### config.mk
export PLATFORM = sky130hd
export DESIGN_NAME = i2c_target_ctrl
export DESIGN_NICKNAME = d
export VERILOG_FILES = /design/src/rtl/i2ct_pkg.sv /design/src/rtl/i2ct_sync.sv /design/src/rtl/i2ct_cond.sv /design/src/rtl/i2c_target_ctrl.sv
export SDC_FILE = /design/constraint.sdc
export NUM_CORES = 1
export LEC_CHECK = 0
export BUFFER_PORTS_ARGS = -buffer_cell sky130_fd_sc_hd__buf_2
export CAP_MARGIN = 10
export CORE_ASPECT_RATIO = 1.25
export CORE_UTILIZATION = 35
export CTS_BUF_LIST = sky130_fd_sc_hd__clkbuf_4 sky130_fd_sc_hd__clkbuf_8 sky130_fd_sc_hd__clkbuf_16
export DETAILED_ROUTE_END_ITERATION = 7
export PLACE_DENSITY_LB_ADDON = 0.05
export SLEW_MARGIN = 30
export SYNTH_ARGS = -nofsm -noshare
export SYNTH_HDL_FRONTEND = slang
export SYNTH_SLANG_ARGS = --single-unit
### constraint.sdc
create_clock -name clk -period 3.65 [get_ports clk]
set_input_delay 0.73 -clock clk [delete_from_list [all_inputs] [get_ports clk]]
set_output_delay 0.73 -clock clk [all_outputs]
set_load 0.005 [all_outputs]
### src/rtl/i2ct_pkg.sv
package i2ct_pkg;
    typedef enum logic [3:0] {
        S_IDLE,
        S_ADDR,
        S_AACK,
        S_TX,
        S_TACK,
        S_RX,
        S_RACK,
        S_WAIT
    } tgt_state_e;
endpackage

### src/rtl/i2ct_sync.sv
module i2ct_sync #(
    parameter int STAGES = 2
) (
    input  logic clk,
    input  logic rst_n,
    input  logic d,
    output logic q
);
    logic [STAGES-1:0] chain;

    for (genvar g = 0; g < STAGES; g++) begin : g_stage
        if (g == 0) begin : g_first
            always_ff @(posedge clk or negedge rst_n) begin
                if (!rst_n) chain[0] <= 1'b1;
                else        chain[0] <= d;
            end
        end else begin : g_next
            always_ff @(posedge clk or negedge rst_n) begin
                if (!rst_n) chain[g] <= 1'b1;
                else        chain[g] <= chain[g-1];
            end
        end
    end

    assign q = chain[STAGES-1];
endmodule

### src/rtl/i2ct_cond.sv
module i2ct_cond #(
    parameter int STAGES = 2
) (
    input  logic clk,
    input  logic rst_n,
    input  logic scl_i,
    input  logic sda_i,
    output logic scl_o,
    output logic sda_o,
    output logic scl_rise_o,
    output logic scl_fall_o,
    output logic start_o,
    output logic stop_o
);
    logic scl_p, sda_p;

    i2ct_sync #(.STAGES(STAGES)) u_scl_sync (.clk(clk), .rst_n(rst_n), .d(scl_i), .q(scl_o));
    i2ct_sync #(.STAGES(STAGES)) u_sda_sync (.clk(clk), .rst_n(rst_n), .d(sda_i), .q(sda_o));

    always_ff @(posedge clk or negedge rst_n) begin
        if (!rst_n) begin
            scl_p <= 1'b1;
            sda_p <= 1'b1;
        end else begin
            scl_p <= scl_o;
            sda_p <= sda_o;
        end
    end

    assign scl_rise_o = scl_o & ~scl_p;
    assign scl_fall_o = ~scl_o & scl_p;
    assign start_o    = scl_o & scl_p & sda_p & ~sda_o;
    assign stop_o     = scl_o & scl_p & ~sda_p & sda_o;
endmodule

### src/rtl/i2c_target_ctrl.sv
module i2c_target_ctrl
    import i2ct_pkg::*;
#(
    parameter int ADDR_W      = 7,
    parameter int DATA_W      = 8,
    parameter int SYNC_STAGES = 2
) (
    input  logic              clk,
    input  logic              rst_n,
    input  logic              scl_i,
    input  logic              sda_i,
    output logic              sda_oe_o,
    input  logic [ADDR_W-1:0] own_addr_i,
    input  logic              tgt_en_i,
    input  logic              mst_dis_i,
    input  logic              thr_wr_i,
    input  logic [DATA_W-1:0] thr_data_i,
    input  logic              rhr_rd_i,
    output logic [DATA_W-1:0] rhr_data_o,
    input  logic              stat_rd_i,
    output logic              acc_o,
    output logic              dir_o,
    output logic              eoacc_o,
    output logic              txrdy_o,
    output logic              txcomp_o,
    output logic              nack_o,
    output logic              rxrdy_o
);
    localparam int FRAME_W = (DATA_W > ADDR_W + 1) ? DATA_W : ADDR_W + 1;
    localparam int CNT_W   = $clog2(FRAME_W);
    localparam logic [CNT_W-1:0] ADDR_LAST = CNT_W'(ADDR_W);
    localparam logic [CNT_W-1:0] DATA_LAST = CNT_W'(DATA_W - 1);

    logic scl_s, sda_s, scl_rise, scl_fall, start_det, stop_det;

    i2ct_cond #(.STAGES(SYNC_STAGES)) u_cond (
        .clk(clk), .rst_n(rst_n), .scl_i(scl_i), .sda_i(sda_i),
        .scl_o(scl_s), .sda_o(sda_s), .scl_rise_o(scl_rise),
        .scl_fall_o(scl_fall), .start_o(start_det), .stop_o(stop_det)
    );

    tgt_state_e          state_q, state_n;
    logic                ph_q;
    logic [CNT_W-1:0]    bitcnt_q;
    logic [FRAME_W-1:0]  rx_sh_q, rx_next;
    logic [DATA_W-1:0]   tx_sh_q, thr_q, rhr_q;
    logic                thr_full_q, active, addr_hit, restart;
    logic                acc_q, dir_q, eoacc_q, txrdy_q, txcomp_q, nack_q, rxrdy_q;

    assign active   = tgt_en_i & mst_dis_i;
    assign rx_next  = {rx_sh_q[FRAME_W-2:0], sda_s};
    assign addr_hit = (rx_sh_q[ADDR_W-1:0] == own_addr_i);
    assign restart  = (state_n != state_q) | start_det;

    // State register
    always_ff @(posedge clk or negedge rst_n) begin
        if (!rst_n) state_q <= S_IDLE;
        else        state_q <= state_n;
    end

    // Next-state logic
    always_comb begin
        state_n = state_q;
        if (!active || stop_det) begin
            state_n = S_IDLE;
        end else if (start_det) begin
            state_n = S_ADDR;
        end else begin
            unique case (state_q)
                S_IDLE, S_WAIT: state_n = state_q;
                S_ADDR: if (scl_rise && bitcnt_q == ADDR_LAST)
                            state_n = addr_hit ? S_AACK : S_WAIT;
                S_AACK: if (scl_fall && ph_q)
                            state_n = dir_q ? S_TX : S_RX;
                S_TX:   if (scl_fall && bitcnt_q == DATA_LAST)
                            state_n = S_TACK;
                S_TACK: if (scl_rise && !ph_q && sda_s)
                            state_n = S_WAIT;
                        else if (scl_fall && ph_q)
                            state_n = S_TX;
                S_RX:   if (scl_rise && bitcnt_q == DATA_LAST)
                            state_n = S_RACK;
                S_RACK: if (scl_fall && ph_q)
                            state_n = S_RX;
                default: state_n = S_IDLE;
            endcase
        end
    end

    // Output logic: open-drain SDA drive
    always_comb begin
        unique case (state_q)
            S_AACK, S_RACK: sda_oe_o = ph_q;
            S_TX:           sda_oe_o = ~tx_sh_q[DATA_W-1];
            default:        sda_oe_o = 1'b0;
        endcase
    end

    // Datapath and status flags
    always_ff @(posedge clk or negedge rst_n) begin
        if (!rst_n) begin
            ph_q <= 1'b0; bitcnt_q <= '0; rx_sh_q <= '0; tx_sh_q <= '1;
            thr_q <= '0; rhr_q <= '0; thr_full_q <= 1'b0;
            acc_q <= 1'b0; dir_q <= 1'b0; eoacc_q <= 1'b0; txrdy_q <= 1'b1;
            txcomp_q <= 1'b0; nack_q <= 1'b0; rxrdy_q <= 1'b0;
        end else begin
            if (stat_rd_i) begin
                eoacc_q  <= 1'b0;
                txcomp_q <= 1'b0;
                nack_q   <= 1'b0;
            end
            if (rhr_rd_i) rxrdy_q <= 1'b0;

            if (restart) begin
                ph_q     <= 1'b0;
                bitcnt_q <= '0;
            end else if ((state_q == S_AACK || state_q == S_RACK) && scl_fall) begin
                ph_q <= 1'b1;
            end else if (state_q == S_TACK && scl_rise) begin
                ph_q <= 1'b1;
            end else if ((state_q == S_ADDR || state_q == S_RX) && scl_rise) begin
                bitcnt_q <= bitcnt_q + 1'b1;
            end else if (state_q == S_TX && scl_fall) begin
                bitcnt_q <= bitcnt_q + 1'b1;
            end

            if ((state_q == S_ADDR || state_q == S_RX) && scl_rise) rx_sh_q <= rx_next;

            if (state_n == S_TX && state_q != S_TX) begin
                tx_sh_q    <= thr_full_q ? thr_q : '1;
                thr_full_q <= 1'b0;
            end else if (state_q == S_TX && scl_fall) begin
                tx_sh_q <= {tx_sh_q[DATA_W-2:0], 1'b1};
            end

            if (state_q == S_TACK && scl_rise && !ph_q && active && !start_det && !stop_det) begin
                txrdy_q <= ~thr_full_q;
                if (sda_s) nack_q <= 1'b1;
            end

            if (state_q == S_ADDR && state_n == S_AACK) begin
                acc_q <= 1'b1;
                dir_q <= rx_next[0];
            end

            if (state_q == S_RX && state_n == S_RACK) begin
                rhr_q   <= rx_next[DATA_W-1:0];
                rxrdy_q <= 1'b1;
            end

            if (!active) begin
                acc_q <= 1'b0;
            end else if ((start_det || stop_det) && acc_q) begin
                acc_q   <= 1'b0;
                eoacc_q <= 1'b1;
                if (dir_q) txcomp_q <= 1'b1;
            end

            if (thr_wr_i) begin
                thr_q      <= thr_data_i;
                thr_full_q <= 1'b1;
                txrdy_q    <= 1'b0;
            end
        end
    end

    assign rhr_data_o = rhr_q;
    assign acc_o      = acc_q;
    assign dir_o      = dir_q;
    assign eoacc_o    = eoacc_q;
    assign txrdy_o    = txrdy_q;
    assign txcomp_o   = txcomp_q;
    assign nack_o     = nack_q;
    assign rxrdy_o    = rxrdy_q;
endmodule

; ---- Yosys cells after proc, flatten, opt, wreduce, memory -nomap -nowiden
; Cells that the tools add are included.
[op_classes]
n_bitwise = 15
muxes = 43
reduce_logical = 35
n_addsub = 1
n_eq_ne = 17
[ops]
columns = cell, n
row1 = $mux 4, 9
row2 = $pmux 4 s7, 1
row3 = $mux 8, 3
row4 = $mux 1, 22
row5 = $mux 3, 7
row6 = $eq 4x3->1 const B, 5
row7 = $logic_and 1x1->1, 17
row8 = $eq 4x2->1 const B, 4
row9 = $and 1x1->1, 8
row10 = $reduce_bool 2->1, 4
row11 = $eq 7x7->1, 1
row12 = $not 1->1, 6
row13 = $reduce_bool 3->1, 2
row14 = $eq 4x1->1 const B, 1
row15 = $logic_not 1->1, 4
row16 = $logic_not 4->1, 1
row17 = $logic_or 1x1->1, 4
row18 = $ne 2x2->1 const B, 2
row19 = $ne 4x2->1 const B, 1
row20 = $ne 4x4->1, 1
row21 = $reduce_or 2->1, 2
row22 = $add 3x1->3 const B, 1
row23 = $eq 3x3->1 const B, 1
row24 = $ne 3x1->1 const B, 1
row25 = other kinds (3), 3
[word_totals]
in_bits = 24
register_bits = 53

; ---- Longest topological paths before layout
; Gate-level depths: netlist (run 1).
[depth]
word_depth = 13
depth_mapped = 9
mapped_depth_nobuf = 8

; ---- Modules after synthesis
; From an unflattened synthesis (run 1), not the netlist that was laid out.
[hier_totals]
cells_unflattened = 222
hier_area_um2 = 2623.8
[by_module_without_submodules]
columns = mod, seq_area_each_um2, cells_each, area_each_um2, n_inst
row1 = i2c_target_ctrl, 1187.4, 212, 2433.6, 1
row2 = i2ct_sync, 52.6, 2, 52.6, 2
row3 = i2ct_cond, 52.6, 6, 85.1, 1

; ---- Worst setup path before layout (run 1)
; Ideal clock, no wire load.
[synth_timing]
kind = input-to-reg
from = input port tgt_en_i
to = register rhr_q[0], in the netlist rhr_data_o[0]
cell_stages = 8
t_arrival_ns = 2.236
slack_ns = 1.287
path_cell_list = and2_1 -> clkbuf_1 -> o21ai_1 -> or2_2 -> a21oi_2 -> and4b_1 -> buf_4 -> mux2_1
[synth_via]
elab_chain_cells = 6
[synth_rtl]
columns = element, line
row1 = from (decl), i2c_target_ctrl.sv:14  ; input logic tgt_en_i,
row2 = $and 1x1->1, i2c_target_ctrl.sv:50  ; assign active = tgt_en_i & mst_dis_i;
row3 = $logic_not 1->1, n/a
row4 = $logic_or 1x1->1, i2c_target_ctrl.sv:64  ; if (!active || stop_det) begin
row5 = $mux 4, i2c_target_ctrl.sv:64
row6 = net state_n[1], i2c_target_ctrl.sv:42  ; tgt_state_e state_q, state_n;
row7 = $eq 4x3->1, i2c_target_ctrl.sv:146  ; if (state_q == S_RX && state_n == S_RACK) begin
row8 = $logic_and 1x1->1, i2c_target_ctrl.sv:146
row9 = to (signal assigned), i2c_target_ctrl.sv:147  ; rhr_q <= rx_next[DATA_W-1:0];
row10 = to (decl), i2c_target_ctrl.sv:46  ; logic [DATA_W-1:0] tx_sh_q, thr_q, rhr_q;
; The timed path passes the listed nets, and every way through them passes these cells.
; A chain may end at the register's enable or synchronous reset.

; ---- Worst setup path after layout (run 1)
[layout_timing]
from = register state_q[2]
to = register rhr_q[6], in the netlist rhr_data_o[6]
[layout_via]
elab_chain_cells = 7
word_cells_on_any_way = 21
[layout_rtl]
columns = element, line
row1 = from (decl), i2c_target_ctrl.sv:42
row2 = from (signal assigned), i2c_target_ctrl.sv:58  ; else state_q <= state_n;
row3 = "$eq 4x3->1, or another cell as far along", i2c_target_ctrl.sv:69  ; unique case (state_q)
row4 = $reduce_or 2->1 or $mux 4 (tied branches), "i2c_target_ctrl.sv:69, i2c_target_ctrl.sv:77"
row5 = $pmux 4 s7, i2c_target_ctrl.sv:69
row6 = $mux 4, i2c_target_ctrl.sv:66  ; end else if (start_det) begin
row7 = $mux 4, i2c_target_ctrl.sv:64
row8 = $eq 4x3->1, i2c_target_ctrl.sv:146
row9 = $logic_and 1x1->1 (*), i2c_target_ctrl.sv:146
; Mark *: on every way between the ends. The rest lies on a longest branch, timed or not.

==> summary.md, run 1 <==
| Metric | Value |
|---|---|
| Final Critical Period | 2.546 ns |
| CTS tree | done |
| EDFF count, synth | 0 |
| Critical path buffers and inverters | 0 |
| Crit path capture | rhr_data_o[6]$_DFFE_PN0P_ |
| Max stage delay on crit path | 0.55 ns |
| Antenna Nets Post-Route | 0 |
| Clock-pin slew on the worst setup and hold paths | 0.10 ns |
| R2R cell count | 5 |
| DP Wirelength | 3.855 mm |
| Number of detailed-route iterations in the first pass | 4 |
| Terminus of the critical flop-to-flop path | rhr_data_o[6]$_DFFE_PN0P_ |
| Rows | 34 |
| WP data required | 3.84 ns |
| Largest net degree at the start of global routing | 41 |
| Worst min-delay path class | reg2reg |
| Full die area | 7805 µm² |
| Initial Util | 36.72% |
| Crit path launch type | flop |
| Worst skew pair latency | 0.31 ns |
| Sw Ratio | 22.66% |
| Filler cells | 700 |
| Post-CTS Setup Inserts | 0 |
| Top-area cell type share of the netlist area | 36.45% |
| Reg power frac | between 50% and 60% |
| Power share of the combinational group | 5.5% |
| Sequential-to-total area share from yosys stat | between 50 and 60% |
| N_diodes | 0 |
| Average size of a mapped cell | 11.75 µm² |
| Power share of the clock group | 37.6% |
| R2r setup slk | approximately 1.1 ns |
| Via density | 5.128 |
| Drt drc | 0 |
| Post-layout nets | 286 |
| Core Area | 7104 µm² |
| FFs w/ async S/R, synth | 100.0% |
| Setup CP Type | reg2reg |
| Ys Warns | 0 |
| Crit path cell chain | or4b_1, o32ai_1, o21ba_2, and4b_1, mux2_1 |
| Main synth FF type | dfrtp_1 |
| P_int | about 0.84 mW |
| Starting DRT DRC Count | 34 |
| Share of layout cells above drive strength 1 | between 30% and 40% |
| CTS buffer count | 5 |
| Area Overhead vs Synth | 14.53% |
| Critical path's slowest cell | or4b_1 |
| Cell Pwr Density | 362.4 nW/µm² |
| Die Ht | 98.53 µm |
| Syn Nets | 248 |
| DR vias | 1800 |
| Sw Pwr | around 0.25 mW |
| Die X | 79.22 µm |
| RR Startpoint | state_q[2]$_DFF_PN0_ |
| RSZ-0062 raised after global routing | no |
| Worst setup EP type | flop |
| Critical path depth in cells | 5 |
| Post-cts hold buffer count | 0 |
| Worst ir drop on vdd | roughly 200 µV |
| Initial antenna violation count | 0 |
| CTS resizes | 0 |
| Max Transition Viols Final | 0 |
| Mapped Area | 2609 µm² |
| Final hold violation count | 0 |
| Library cells used by synthesis | 59 |
| Yosys reg bits | 53 |
| Syn Inst Count | 222 |
| Most frequent cells in the layout | 38 x dfrtp_1, 38 x buf_2, 18 x nand2_1 |
| Fmax achieved | just under 400 MHz |
| CP top delay family | simple AND/OR/NAND/NOR gates |
| Period utilisation layout | 69.75% |
| Outcome | finished, final reports clean |
| Final WS setup | between 1 and 1.5 ns |
| Worst-path fanout max | 11 |
| Clk_skew | between 0.01 and 0.015 ns |
| Clock buffer depth | 2 |
| Clock sink count | 53 |
| Detailed Route WL | 5.174 mm |
| Vias in the first global route | between 1500 and 2000 |
| Global route overflow | 0 |
| Crit path DAT | 2.73 ns |
| First-pass GRT wire length | 9.018 mm |
| Most area-consuming cells after synthesis | dfrtp_1 36%, dfstp_2 15%, mux2_2 6.9% |
| Final setup TNS | 0 ns |
| Gpl congestion | 0.7633 |
| Area leader, netlist | dfrtp_1 |
| Dpl ws | 0.9417 ns |
| Ports | 40 |
| Post-DR wirelength/cell | approximately 15 µm |
| Max_slew headroom | a little over half |
| P_leak | 1.377 nW |
| Global-route usage over all layers | around 15% |
| Root Driver | clkbuf_8 |
| Max cap viols | 0 |
| Start point of the critical path | state_q[2]$_DFF_PN0_ |
| Final Setup Violations | 0 |
| H-tree depth | 2 |
| Port Buffers | 39 |
| Worst-margin pin slew | 0.6895 ns |
cell type report:
class                      count  area (µm²)  share of cell area, %
sequential                    53        1345                  45.02
multi-input combinational    152        1182                  39.57
clock inverter                 3       43.79                  1.466
tap                           90       112.6                  3.769
timing repair buffer          40       205.2                  6.868
inverter                       8       30.03                  1.005
clock buffer                   5       68.82                  2.303
synthesized netlist by cell type (3+ instances only):
master and number:
nand2_1 18, clkbuf_1 4, dfrtp_1 38, mux2_2 16, dfstp_2 15, nor3_1 5, mux2_1 8, a2111oi_1 4
o21ai_0 5, mux2i_1 10, nand2b_1 7, and4b_1 3, inv_1 6, a21oi_1 4, nor2_1 9, o31a_1 7
xnor2_1 8
state kept, by name (all words and copies together), names as in the netlist, 3 cells and up:
signal,flops
rhr_data_o,8
tx_sh_q,8
state_q,4
rx_sh_q,7
bitcnt_q,3
thr_q,8
worst min path at each step:
| stage | slack (ns) | cells after the start | startpoint | end |
|---|---|---|---|---|
| floorplan | 0.35 | 0 | u_cond.u_scl_sync.chain[0]$_DFF_PN1_ | u_cond.u_scl_sync.q$_DFF_PN1_ |
| finish | 0.36 | 0 | u_cond.u_scl_sync.chain[0]$_DFF_PN1_ | u_cond.u_scl_sync.q$_DFF_PN1_ |
| global route | 0.37 | 0 | u_cond.u_scl_sync.chain[0]$_DFF_PN1_ | u_cond.u_scl_sync.q$_DFF_PN1_ |
| detailed placement | 0.35 | 0 | u_cond.u_scl_sync.chain[0]$_DFF_PN1_ | u_cond.u_scl_sync.q$_DFF_PN1_ |
| CTS | 0.36 | 0 | u_cond.u_scl_sync.chain[0]$_DFF_PN1_ | u_cond.u_scl_sync.q$_DFF_PN1_ |
| global placement | 0.35 | 0 | u_cond.u_scl_sync.chain[0]$_DFF_PN1_ | u_cond.u_scl_sync.q$_DFF_PN1_ |
power groups by stage:
stage / combinational, mW / clock (mW) / sequential [mW]
after global routing: 0.0679 / 0.441 / 0.619
final: 0.0599 / 0.407 / 0.616
after floorplan: 0.0312 / 0 / 0.622
after global placement: 0.0610 / 0 / 0.627
after detailed placement: 0.0613 / 0 / 0.627
after CTS: 0.0615 / 0.421 / 0.617
kinds of logic (layout without fill, tap and decap cells):
group | Yosys count | after routing | synth area share (%)
other | 1 | 1 | 0.1437
xor gates and xnor gates | 9 | 9 | 3.022
AOI/OAI and AO/OA | 38 | 38 | 11.46
DFF | 53 | 53 | 51.56
muxes | 34 | 34 | 14.20
buffers and inverters | 17 | 56 | 3.117
adders and majority gates | 2 | 2 | 0.9591
and+or+nand+nor | 68 | 68 | 15.54
metrics by stage:
step / utilization [%] / hold slack [ns] / instance area [µm²] / instances / total power, mW
finish: 42.06 / 0.3623 / 2988 / 351 / 1.083
global route: 42.06 / 0.3651 / 2988 / 351 / 1.128
CTS: 42.02 / 0.3626 / 2985 / 351 / 1.100
detailed placement: 40.44 / 0.3475 / 2873 / 343 / 0.6887
global placement: 40.44 / 0.3457 / 2873 / 343 / 0.6880
floorplan: - / 0.3452 / 2609 / 222 / 0.6536
metal layers:
layer | GRT usage (%) | wire, µm | vias to the layer above | share of wire, %
met4 | 3.776 | 57 | 0 | 1.1
met2 | 24.47 | 2561 | 35 | 49
met1 | 19.44 | 2381 | 878 | 46
met5 | 0 | 0 | - | 0
met3 | 2.685 | 174 | 7 | 3.4
li1 | - | - | 880 | -
Note: power is estimated with default switching activity, not from simulation.
==> run 2, diff against run 1 <==
==> constraint.sdc (replaced) <==
create_clock -name clk -period 2.12 [get_ports clk]
set_input_delay 0.424 -clock clk [delete_from_list [all_inputs] [get_ports clk]]
set_output_delay 0.424 -clock clk [all_outputs]
set_load 0.005 [all_outputs]
==> run 2 against run 1 <==
  * The flow now finishes with violations (negative setup slack)
  * Non-clock buffer count increased by 46
  * Via count increased by 13%
  * Design area increased by 21%
  * Sequential cell count unchanged
  * Sequential power increased by 70%
  * Critical endpoint is now rhr_data_o[2]$_DFFE_PN0P_
  * First-iteration DRC count increased by 120%
  * Largest power group unchanged
  * Core utilization increased by 8.8 points
  * Highest routed layer unchanged
==> summary.md, run 2 (synthesized netlist as in run 1, its figures left out) <==
| Metric | Value |
|---|---|
| Inst Count DP | 376 (was 343) |
| Clock-pin slew on the worst setup and hold paths | 0.10 ns (about the same) |
| Most common cell after layout, fill and taps aside | buf_4 |
| CTS buffer count | 5 (unchanged) |
| Ports | 40 (unchanged) |
| Max_slew headroom | 64.46% (was 53.72%) |
| Register Area | 1346 µm² (was 1345 µm²) |
| Multi-input gate area | 1418 µm² (was 1182 µm²) |
| Fmax achieved | 428.4 MHz (was 392.8 MHz) |
| Crit path DAT | 2.54 ns (was 2.73 ns) |
| N_diodes | 0 (unchanged) |
| Most frequent cells in the layout | 42 x buf_4, 39 x buf_2, 37 x dfrtp_1 (was 38 x dfrtp_1, 38 x buf_2, 18 x nand2_1) |
| Clock buffer depth | 2 (unchanged) |
| Max Transition Viols Final | 0 (unchanged) |
| Post-DR wirelength/cell | 15.95 µm (was 14.74 µm) |
| Core Area | 7104 µm² (unchanged) |
| Worst-path fanout max | 9 (was 11) |
| Failing checks | negative setup slack |
| Starting DRT DRC Count | 76 (was 34) |
| Crit path launch type | flop (unchanged) |
| Port Buffers | 39 (unchanged) |
| Antenna Nets Post-Route | 0 (unchanged) |
| Initial Util | 36.72% (unchanged) |
| Final setup TNS | -2.246 ns (was 0 ns) |
| Initial antenna violation count | 0 (unchanged) |
| Clock sink count | 53 (unchanged) |
| Full die area | 7805 µm² (unchanged) |
| P_leak | 1.664 nW (was 1.377 nW) |
| Worst skew pair latency | 0.31 ns (about the same) |
| Via density | 5.134 (was 5.128) |
| Post-cts hold buffer count | 0 (unchanged) |
| Global-route usage over all layers | 17.29% (was 14.65%) |
| Final Util | 50.85% (was 42.06%) |
| Gpl congestion | 0.8533 (was 0.7633) |
| RSZ-0062 raised after global routing | yes (was no) |
| WP data required | 2.32 ns (was 3.84 ns) |
| Area Overhead vs Synth | 38.47% (was 14.53%) |
| Cell Pwr Density | 531.3 nW/µm² (was 362.4 nW/µm²) |
| H-tree depth | 2 (unchanged) |
| DP Wirelength | 4.348 mm (was 3.855 mm) |
| Post-route insts no fill | 397 (was 351) |
| Die Ht | 98.53 µm (unchanged) |
| Worst setup EP type | flop (unchanged) |
| Detailed Route WL | 6.332 mm (was 5.174 mm) |
| Filler cells | 646 (was 700) |
| Largest net degree at the start of global routing | 33 (was 41) |
| Final hold violation count | 0 (unchanged) |
| Dpl ws | -0.3553 ns (was 0.9417 ns) |
| Outcome | finished, violations left (was finished, final reports clean) |
| CTS tree | done (unchanged) |
| Rows | 34 (unchanged) |
| Setup CP Type | reg2reg (unchanged) |
| First-pass GRT wire length | 10.38 mm (was 9.018 mm) |
| Drt drc | 0 (unchanged) |
| Final Setup Violations | 12 (was 0) |
| Vias in the first global route | 2163 (was 1840) |
| Die X | 79.22 µm (unchanged) |
| Final WS setup | -0.2141 ns (was 1.104 ns) |
| Global route overflow | 0 (unchanged) |
| Max cap viols | 0 (unchanged) |
| Worst min-delay path class | in2async (was reg2reg) |
| Share of layout cells above drive strength 1 | 52.44% (was 34.10%) |
| Clk_skew | 0.005889 ns (was 0.01235 ns) |
| DR vias | 2038 (was 1800) |
| Min Hold Slack | 0.08387 ns (was 0.3623 ns) |
| Worst ir drop on vdd | 333.9 µV (was 197.5 µV) |
| Worst-margin pin slew | 0.5331 ns (was 0.6895 ns) |
| Period utilisation layout | 110.1% (was 69.75%) |
| Root Driver | clkbuf_8 (unchanged) |
| Final Critical Period | 2.334 ns (was 2.546 ns) |
| Post-layout nets | 332 (was 286) |
| Number of detailed-route iterations in the first pass | 4 (unchanged) |
run 2: layer usage:
layer	vias up	routed length, µm	share of wire, %	GRT usage, %
met5	-	0	0	0
met2	49	3291	52	31.37
li1	976	-	-	-
met3	15	200	3.2	2.685
met1	998	2661	42	19.88
met4	0	179	2.8	7.133
run 2: critical path, cell delays in order, from the launching register on:
cell	delay, ns
dfstp_2	0.55
or4b_4	0.47
nor3_4	0.22
nor4_4	0.09
a21oi_2	0.17
and4b_1	0.26
buf_12	0.14
mux2_1	0.32
run 2: path summary, 6_finish.rpt:
path | startpoint | to | slack (ns) | cells after the start
setup / recovery | u_cond.u_sda_sync.q$_DFF_PN1_ | rhr_data_o[2]$_DFFE_PN0P_ | -0.21 | 7
hold / removal | rst_n | state_q[3]$_DFF_PN0_ | 0.08 | 1
setup reg to reg | u_cond.u_sda_sync.q$_DFF_PN1_ | rhr_data_o[2]$_DFFE_PN0P_ | -0.21 | 7
hold reg to reg | u_cond.u_scl_sync.chain[0]$_DFF_PN1_ | u_cond.u_scl_sync.q$_DFF_PN1_ | 0.36 | 0
max in group asynchronous | rst_n | tx_sh_q[1]$_DFFE_PN1P_ | 1.41 | 2
min in group clk | scl_i | u_cond.u_scl_sync.chain[0]$_DFF_PN1_ | 0.20 | 1
run 2: power breakdown:
group	leakage (nW)	total (mW)	internal, mW	switching (mW)
combinational	0.945	0.163	0.0807	0.0822
clock	0.0585	0.702	0.354	0.348
sequential	0.661	1.05	1.04	0.0146
run 2: final cells by class:
type / instances / area share (%)
timing repair buffer: 86 / 16.42
tap: 90 / 3.117
multi-input combinational: 152 / 39.24
sequential: 53 / 37.27
clock buffer: 5 / 1.905
clock inverter: 3 / 1.212
inverter: 8 / 0.8313
run 2: timing repair:
action                                  in CTS  in global routing
pin swaps                                    8                 10
buffers inserted                             8                  5
endpoints found under the setup margin      14                 27
resized for setup                           23                 21
run 2: through the flow:
| step | area (µm²) | total power [mW] |
|---|---|---|
| finish | 3612 | 1.919 |
| floorplan | 2609 | 1.125 |
| detailed placement | 3158 | 1.208 |
| CTS | 3466 | 1.949 |
| global placement | 3158 | 1.207 |
| global route | 3612 | 2.018 |
==> run 3, diff against run 2 <==
==> constraint.sdc (replaced) <==
create_clock -name clk -period 2.12 [get_ports clk]
set_input_delay 0.318 -clock clk [delete_from_list [all_inputs] [get_ports clk]]
set_output_delay 0.318 -clock clk [all_outputs]
set_load 0.005 [all_outputs]
==> run 3 against run 2 <==
  * The flow still finishes with violations (negative setup slack)
  * Critical path depth did not move
  * Worst setup slack gained 0.058 ns
  * Routed wire length down 5.6%
  * Maximum frequency is 2.6% higher
  * Sequential power about the same
  * Worst hold slack better by 0.014 ns
  * First-iteration DRC count shrank 7.9%
  * Clock-buffer cell count unchanged
  * Largest power group unchanged
==> summary.md, run 3 (synthesized netlist as in run 1, its figures left out) <==
| Metric | Value |
|---|---|
| Min Hold Slack | 0.09782 ns (was 0.08387 ns) |
| Inst Count DP | 376 (unchanged) |
| Drt drc | 0 (unchanged) |
| H-tree depth | 2 (unchanged) |
| Post-layout nets | 325 (was 332) |
| Outcome | finished, violations left (unchanged) |
| Worst setup EP type | flop (unchanged) |
| Final Util | 49.42% (was 50.85%) |
| Dpl ws | -0.2820 ns (was -0.3553 ns) |
| Clock-pin slew on the worst setup and hold paths | 0.11 ns (was 0.10 ns) |
| Filler cells | 662 (was 646) |
| Share of layout cells above drive strength 1 | 48.67% (was 52.44%) |
| Initial antenna violation count | 0 (unchanged) |
| Worst skew pair latency | 0.31 ns (about the same) |
| Setup CP Type | reg2reg (unchanged) |
| Final hold violation count | 0 (unchanged) |
| Starting DRT DRC Count | 70 (was 76) |
| Crit path launch type | flop (unchanged) |
| Clk_skew | 0.01286 ns (was 0.005889 ns) |
| Core Area | 7104 µm² (unchanged) |
| Initial Util | 36.72% (unchanged) |
| Final Setup Violations | 12 (unchanged) |
| Post-route insts no fill | 390 (was 397) |
| DR vias | 1969 (was 2038) |
| Cell Pwr Density | 519.2 nW/µm² (was 531.3 nW/µm²) |
| Final Critical Period | 2.276 ns (was 2.334 ns) |
| Rows | 34 (unchanged) |
| Final setup TNS | -1.687 ns (was -2.246 ns) |
| Max cap viols | 0 (unchanged) |
| Period utilisation layout | 107.4% (was 110.1%) |
| RSZ-0062 raised after global routing | yes (unchanged) |
| Worst min-delay path class | in2reg (was in2async) |
| Ports | 40 (unchanged) |
| Area Overhead vs Synth | 34.58% (was 38.47%) |
| Failing checks | negative setup slack (unchanged) |
| Worst ir drop on vdd | 340.1 µV (was 333.9 µV) |
| Vias in the first global route | 1958 (was 2163) |
| Largest net degree at the start of global routing | 35 (was 33) |
| Global-route usage over all layers | 15.95% (was 17.29%) |
| Final WS setup | -0.1559 ns (was -0.2141 ns) |
| P_leak | 1.618 nW (was 1.664 nW) |
| CTS tree | done (unchanged) |
| Port Buffers | 39 (unchanged) |
| Number of detailed-route iterations in the first pass | 4 (unchanged) |
| Crit path DAT | 2.48 ns (was 2.54 ns) |
| Via density | 5.049 (was 5.134) |
| First-pass GRT wire length | 9.508 mm (was 10.38 mm) |
| WP data required | 2.32 ns (about the same) |
| Root Driver | clkbuf_8 (unchanged) |
| Max Transition Viols Final | 0 (unchanged) |
| Most common cell after layout, fill and taps aside | buf_2 (was buf_4) |
| Fmax achieved | 439.4 MHz (was 428.4 MHz) |
| Global route overflow | 0 (unchanged) |
| CTS buffer count | 5 (unchanged) |
| Antenna Nets Post-Route | 0 (unchanged) |
| Gpl congestion | 0.8654 (was 0.8533) |
| Post-DR wirelength/cell | 15.32 µm (was 15.95 µm) |
| Detailed Route WL | 5.976 mm (was 6.332 mm) |
| Clock sink count | 53 (unchanged) |
| Clock buffer depth | 2 (unchanged) |
| Full die area | 7805 µm² (unchanged) |
| DP Wirelength | 4.354 mm (was 4.348 mm) |
| N_diodes | 0 (unchanged) |
| Most frequent cells in the layout | 39 x buf_2, 38 x dfrtp_1, 35 x buf_4 (was 42 x buf_4, 39 x buf_2, 37 x dfrtp_1) |
| Die X | 79.22 µm (unchanged) |
| Die Ht | 98.53 µm (unchanged) |
| Worst-path fanout max | 9 (unchanged) |
## run 3: cell types whose count changed in the layout (fill, tap and decap cells not counted), sizes merged
cell / previous run / this run
buf: 86 / 78
bufinv: 1 / 0
clkinv: 2 / 1
clkinvlp: 0 / 2
dlygate4sd3: 0 / 1
## run 3: worst paths after layout
| kind | slack [ns] | from | to | cells after the start |
|---|---|---|---|---|
| min reg2reg | 0.35 | u_cond.u_sda_sync.chain[0]$_DFF_PN1_ | u_cond.u_sda_sync.q$_DFF_PN1_ | 0 |
| max | -0.16 | u_cond.u_sda_sync.q$_DFF_PN1_ | rhr_data_o[5]$_DFFE_PN0P_ | 7 |
| min | 0.1 | scl_i | u_cond.u_scl_sync.chain[0]$_DFF_PN1_ | 1 |
| min in group asynchronous | 0.49 | rst_n | state_q[3]$_DFF_PN0_ | 2 |
| max reg2reg | -0.16 | u_cond.u_sda_sync.q$_DFF_PN1_ | rhr_data_o[5]$_DFFE_PN0P_ | 7 |
| max in group asynchronous | 1.00 | rst_n | u_cond.u_sda_sync.chain[0]$_DFF_PN1_ | 3 |
## run 3: cell type report
| cell class | instances | area, µm² | area share (%) |
|---|---|---|---|
| inverter | 8 | 30.03 | 0.8553 |
| multi-input combinational | 152 | 1380 | 39.31 |
| clock inverter | 3 | 26.28 | 0.7484 |
| timing repair buffer | 79 | 548.0 | 15.61 |
| tap | 90 | 112.6 | 3.207 |
| sequential | 53 | 1345 | 38.31 |
| clock buffer | 5 | 68.82 | 1.960 |
## run 3: through the flow
stage / power (mW) / area (µm²)
6_report: 1.823 / 3511
3_5_place_dp: 1.210 / 3158
4_1_cts: 1.844 / 3387
3_3_place_gp: 1.209 / 3158
2_1_floorplan: 1.125 / 2609
5_1_grt: 1.917 / 3511
## run 3: routing by layer
metal / share of wire [%] / vias up / GRT usage, %
met5: 0 / - / 0
met4: 2.0 / 0 / 5.035
met3: 2.7 / 10 / 3.056
met2: 52 / 45 / 28.65
met1: 43 / 952 / 18.91
li1: - / 962 / -
## run 3: timing repair
| item | 4_1_cts | 5_1_grt |
|---|---|---|
| endpoints found under the setup margin | 15 | 22 |
| pin swaps | 7 | 7 |
| hold endpoints to repair | 13 | 0 |
| resized for setup | 19 | 11 |
| buffers inserted | 3 | 3 |
| hold buffers | 1 | 0 |
## run 3: report_power, final
part / total (mW) / internal [mW] / switching (mW)
Sequential: 1.06 / 1.04 / 0.0155
Clock: 0.609 / 0.241 / 0.368
Combinational: 0.158 / 0.0796 / 0.0788
## run 3: worst max-delay path, cell delays in order (launching register included)
cell and delay (ns):
dfstp_2 0.54, or4b_4 0.46, nor3_4 0.20, nor4_4 0.08, a21oi_2 0.16, and4b_1 0.26, buf_12 0.14, mux2_1 0.32
